[src/rtl/lane_shuffle_pkg.sv]
package lane_shuffle_pkg;
  // Lane count is fixed by the 8-bit selector: four 2-bit indices.
  localparam int LANE_CNT = 4;
  localparam int IDX_W    = $clog2(LANE_CNT);
  localparam int SEL_W    = LANE_CNT * IDX_W;

  // Strobes from control to datapath.
  typedef struct packed {
    logic load;    // capture a new result this cycle
    logic bypass;  // sub-vector length zero: pass srcA straight through
    logic dual;    // high lanes draw from the second source
  } shuf_strobe_t;
endpackage

[src/rtl/lane_shuffle_ctrl.sv]
module lane_shuffle_ctrl
  import lane_shuffle_pkg::*;
#(
  parameter int SUBLEN_W = 2
) (
  input  logic                clk,
  input  logic                rstN,
  input  logic                inValid,
  input  logic [SUBLEN_W-1:0] subLen,
  input  logic                dualSrc,
  input  logic                isFloat,
  output shuf_strobe_t        strobe,
  output logic                outValid,
  output logic                outIsFloat
);
  logic lenZero;

  always_comb begin
    lenZero       = (subLen == '0);
    strobe.load   = inValid;
    strobe.bypass = lenZero;
    strobe.dual   = dualSrc & ~lenZero;
  end

  // Valid tracks the request with one register stage.
  always_ff @(posedge clk or negedge rstN) begin
    if (!rstN) begin
      outValid <= 1'b0;
    end else begin
      outValid <= inValid;
    end
  end

  // Tag is only a label; it follows the data it belongs to.
  always_ff @(posedge clk or negedge rstN) begin
    if (!rstN) begin
      outIsFloat <= 1'b0;
    end else if (inValid) begin
      outIsFloat <= isFloat;
    end
  end
endmodule

[src/rtl/lane_shuffle_datapath.sv]
module lane_shuffle_datapath
  import lane_shuffle_pkg::*;
#(
  parameter int ELEM_W = 32
) (
  input  logic                       clk,
  input  logic                       rstN,
  input  shuf_strobe_t               strobe,
  input  logic [LANE_CNT*ELEM_W-1:0] srcA,
  input  logic [LANE_CNT*ELEM_W-1:0] srcB,
  input  logic [SEL_W-1:0]           selCode,
  output logic [LANE_CNT*ELEM_W-1:0] outData
);
  localparam int HALF = LANE_CNT / 2;

  logic [ELEM_W-1:0] elemA [LANE_CNT];
  logic [ELEM_W-1:0] elemB [LANE_CNT];

  always_comb begin
    for (int i = 0; i < LANE_CNT; i++) begin
      elemA[i] = srcA[i*ELEM_W +: ELEM_W];
      elemB[i] = srcB[i*ELEM_W +: ELEM_W];
    end
  end

  for (genvar lane = 0; lane < LANE_CNT; lane++) begin : g_lane
    logic [IDX_W-1:0]  fieldIdx;
    logic [ELEM_W-1:0] swizVal;
    logic [ELEM_W-1:0] nextVal;
    logic [ELEM_W-1:0] laneQ;

    assign fieldIdx = selCode[lane*IDX_W +: IDX_W];

    if (lane >= HALF) begin : g_high
      // High lanes may switch to the second source.
      always_comb begin
        swizVal = strobe.dual ? elemB[fieldIdx] : elemA[fieldIdx];
      end
    end else begin : g_low
      always_comb begin
        swizVal = elemA[fieldIdx];
      end
    end

    always_comb begin
      nextVal = strobe.bypass ? elemA[lane] : swizVal;
    end

    always_ff @(posedge clk or negedge rstN) begin
      if (!rstN) begin
        laneQ <= '0;
      end else if (strobe.load) begin
        laneQ <= nextVal;
      end
    end

    assign outData[lane*ELEM_W +: ELEM_W] = laneQ;
  end
endmodule

[src/rtl/lane_shuffle_unit.sv]
module lane_shuffle_unit
  import lane_shuffle_pkg::*;
#(
  parameter int ELEM_W   = 32,
  parameter int SUBLEN_W = 2
) (
  input  logic                       clk,
  input  logic                       rstN,
  input  logic                       inValid,
  input  logic [LANE_CNT*ELEM_W-1:0] srcA,
  input  logic [LANE_CNT*ELEM_W-1:0] srcB,
  input  logic [SEL_W-1:0]           selCode,
  input  logic                       dualSrc,
  input  logic                       isFloat,
  input  logic [SUBLEN_W-1:0]        subLen,
  output logic                       outValid,
  output logic [LANE_CNT*ELEM_W-1:0] outData,
  output logic                       outIsFloat
);
  shuf_strobe_t strobe;

  lane_shuffle_ctrl #(.SUBLEN_W(SUBLEN_W)) u_ctrl (
    .clk       (clk),
    .rstN      (rstN),
    .inValid   (inValid),
    .subLen    (subLen),
    .dualSrc   (dualSrc),
    .isFloat   (isFloat),
    .strobe    (strobe),
    .outValid  (outValid),
    .outIsFloat(outIsFloat)
  );

  lane_shuffle_datapath #(.ELEM_W(ELEM_W)) u_dp (
    .clk    (clk),
    .rstN   (rstN),
    .strobe (strobe),
    .srcA   (srcA),
    .srcB   (srcB),
    .selCode(selCode),
    .outData(outData)
  );
endmodule

[config.mk]
export PLATFORM = sky130hd
export DESIGN_NAME = lane_shuffle_unit
export DESIGN_NICKNAME = d
export VERILOG_FILES = /design/src/rtl/lane_shuffle_pkg.sv /design/src/rtl/lane_shuffle_ctrl.sv /design/src/rtl/lane_shuffle_datapath.sv /design/src/rtl/lane_shuffle_unit.sv
export SDC_FILE = /design/constraint.sdc
export NUM_CORES = 1
export LEC_CHECK = 0
export BUFFER_PORTS_ARGS = -buffer_cell sky130_fd_sc_hd__buf_4
export CAP_MARGIN = 20
export CORE_ASPECT_RATIO = 0.7
export CORE_UTILIZATION = 30
export CTS_CLUSTER_DIAMETER = 200
export CTS_CLUSTER_SIZE = 10
export DETAILED_ROUTE_END_ITERATION = 7
export PLACE_DENSITY_LB_ADDON = 0.2
export SLEW_MARGIN = 5
export SYNTH_ARGS = -nofsm -noshare
export SYNTH_HDL_FRONTEND = slang
export SYNTH_HIERARCHICAL = 1
export SYNTH_SLANG_ARGS = --single-unit
[constraint.sdc]
create_clock -name clk -period 2.03 [get_ports clk]
set_clock_uncertainty 0.05 [all_clocks]
set_input_delay 0.203 -clock clk [delete_from_list [all_inputs] [get_ports clk]]
set_output_delay 0.203 -clock clk [all_outputs]
set_load 0.01 [all_outputs]
==> impl_metrics.py <==
metrics = {
    "routing": {
        "vias_per_cell": 5.76,
        "drt_pass1_iterations": 6,
        "vias": 12200,
        "drt_iter0_drc": 1182,
        "drt_wl_total_um": 52300,
        "wire_per_inst_um": 24.6,
        "ant_nets": 0,
        "drc_errors": 0,
    },
    "placed_design": {
        "io_buffers": 400,
        "place_ws_ns": 0.166,
        "dp_hpwl_um": 36600,
        "dpl_cell_area_um2": 15100,
        "gp_congestion": 0.869,
    },
    "cts": {
        "clock_latency_ns": 0.44,
        "clkTransAtPathRegs_ns": 0.06,
        "cts_buffers": 17,
        "postCtsSetupRepairBufs": 0,
        "cts_root_buf": "clkbuf_16",
        "tritoncts": "done",
        "cts-htree-levels": 4,
        "cts_buffer_depth": 2,
        "cts.sinks": 130,
    },
    "critical_path": {
        "required_ns": 2.31,
        "worstSetupStartpointType": "input pin",
        "slowest_delay_ns": 0.54,
        "arrival_ns": 1.81,
        "cpMaxStageDelayCell": "dlygate4sd3_1",
        "worstSetupPathType": "in2reg",
        "crit_path_max_fanout": 108,
        "worstPathCellList": "dlygate4sd3_1, buf_6, buf_12, mux2_2",
        "endpoint_kind": "flop",
        "rrSetupSlack_ns": 1.18,
    },
    "timing": {
        "timing.fmax_mhz": 654,
        "period_share_pct": 75.3,
        "setup_slack_ns": 0.501,
        "setup_violations": 0,
        "timing_hold_violations_final": 0,
        "rsz0062_at_grt": "false",
        "slew_violations": 0,
        "hold_slack_ns": 0.0265,
        "fin_setup_tns_ns": 0,
        "finalCriticalPeriod_ns": 1.53,
        "worstMarginPinSlew_ns": 0.582,
        "relSlewSlack_pct": 61.2,
    },
    "yosys": {
        "yosysUniqueCellTypes": 30,
        "ys_seq_area_share_pct": 28.6,
        "synth_fp_nets": 1544,
        "syn-instance-count": 1273,
        "synth_area_um2": 11400,
        "yosysWarnings": 6,
        "yosys.area.top_type": "dfrtp_1",
        "synth_top_cell_area_share_pct": 28.6,
        "synth-seq-cells": 130,
        "avgSynthCellArea_um2": 8.93,
        "synth.area.top_cells": "dfrtp_1, mux2i_1, o22ai_1",
    },
    "floorplan": {
        "fp-row-count": 59,
        "num_io_pins": 401,
        "die_x_um": 235,
        "die_y_um": 165,
        "start_util_pct": 30.5,
        "die-area_um2": 38700,
        "core_um2": 37300,
    },
    "pwr": {
        "ir_drop_v": 0.000413,
        "power.density_nw_per_um2": 654,
        "power.leakage_nw": 7.25,
    },
    "global_routing": {
        "grt_pass1_vias": 12000,
        "overflow": 0,
        "grt_max_degree": 109,
        "grt_pass1_wl_um": 76800,
        "antenna_found_initial": 2,
        "grt_usage_pct": 26.3,
    },
    "finish": {
        "area_delta_synth_final_pct": 38.3,
        "final_area_um2": 15700,
        "diodes": 0,
        "nets": 1896,
        "drive_above_1_share_pct": 34.7,
    },
    "hold_path": {
        "hold_class": "in2reg",
    },
    "job": {
        "drv_cap": 0,
    },
    "run_status": {
        "status": "finished clean",
    },
}
==> final timing paths <==
kind,startpoint,to,cells past startpoint
worst max-delay path,inValid,u_dp/g_lane[0].laneQ[16],4
worst min-delay path,srcA[62],u_dp/g_lane[1].laneQ[30],3
worst max register to register,u_dp/g_lane[0].laneQ[29],u_dp/g_lane[0].laneQ[29],1
worst min register to register,u_dp/g_lane[1].laneQ[7],u_dp/g_lane[1].laneQ[7],2
max in group asynchronous,rstN,u_dp/g_lane[3].laneQ[29],3
min in group asynchronous,rstN,u_dp/g_lane[1].laneQ[18],2
==> cells in the final DEF (no fill, tap or decap), types with 2 or more instances in the layout <==
cell | netlist | final
clkbuf_1 | 37 | 3
nor2b_1 | 11 | 10
inv_1 | 36 | 35
nand2b_2 | 0 | 4
clkbuf_16 | 0 | 17
buf_12 | 3 | 23
a221oi_2 | 31 | 31
dfrtp_1 | 130 | 130
nand3b_1 | 64 | 64
buf_6 | 1 | 4
and2b_1 | 21 | 21
mux2i_1 | 288 | 288
mux2_2 | 32 | 32
dlygate4sd3_1 | 0 | 3
nor2_1 | 65 | 64
or2_2 | 0 | 2
o21ai_0 | 75 | 75
clkinv_2 | 0 | 4
nand2_2 | 0 | 2
nand2_1 | 34 | 32
nor3_1 | 31 | 31
o21ai_1 | 53 | 53
clkbuf_8 | 0 | 2
o221ai_1 | 33 | 33
o22ai_1 | 128 | 128
a21oi_1 | 97 | 96
bufinv_16 | 0 | 4
buf_4 | 33 | 435
==> synth_stat cells (all sizes together) <==
master and count:
nand3b 64, o21a 1, mux2i 288, dfrtp 130
nand2b 4, a221oi 31, o21bai 1, and2b 21
nor3 31, o22a 1, a21oi 97, nor2 65
nand2 34, nor3b 1, o21ai 128, o221ai 33
buf 95, clkbuf 37, and2 1, mux2 33
nor2b 11, or2 2, inv 36, o22ai 128
==> metal layers <==
metal / track usage [%] / share of wire [%] / vias up
li1: - / - / 5512
met4: 7.36 / 1.7 / 4
met2: 40.2 / 44 / 645
met1: 36.1 / 45 / 6011
met3: 7.49 / 9.2 / 72
met5: 0 / 0.044 / -
==> stage by stage <==
stage / instances / total power, mW / util [%]
after detailed placement: 2091 / 6.87 / 40.4
final: 2126 / 10.3 / 42.2
after global routing: 2126 / 10.8 / 42.2
after floorplan: 1273 / 4.94 / -
after CTS: 2126 / 10.3 / 42.2
after global placement: 2091 / 6.85 / 40.4
==> power by group <==
group / internal [mW] / switching [mW] / total (mW)
Clock: 2.11 / 1.29 / 3.41
Combinational: 1.73 / 1.94 / 3.67
Sequential: 2.97 / 0.240 / 3.21
Total: 6.81 / 3.47 / 10.3
==> final cells by class <==
type	instances	area (µm²)
clock buffers	22	464
multi-input cells	975	7300
flip-flops and latches	130	3250
inverters	36	135
repair buffers	465	3800
well taps	488	611
fillers	3648	21600
clock inverters	10	156
==> critical path: cells and delay by family <==
kind / cells / cell delay, ns
buffers and inverters: 3 / 1.09
multiplexers: 1 / 0.39
==> state kept, by name (all words and copies together) (netlist names) <==
register,flops
u_ctrl/outValid,1
u_dp/g_lane.laneQ,128
u_ctrl/outIsFloat,1
==> cell families after synthesis <==
family,after synthesis,share of synthesized area [%]
AOI/OAI and AO/OA,420,23.8
muxes,321,28.6
and+or+nand+nor,234,11.3
buffers and inverters,168,7.61
DFF,130,28.6
==> repair_timing <==
action	4_1_cts	5_1_grt
endpoints found under the hold margin	44	0
hold buffers	3	0
endpoints found under the setup margin	0	0
resized for setup	0	0
(Power assumes the default switching activity.)
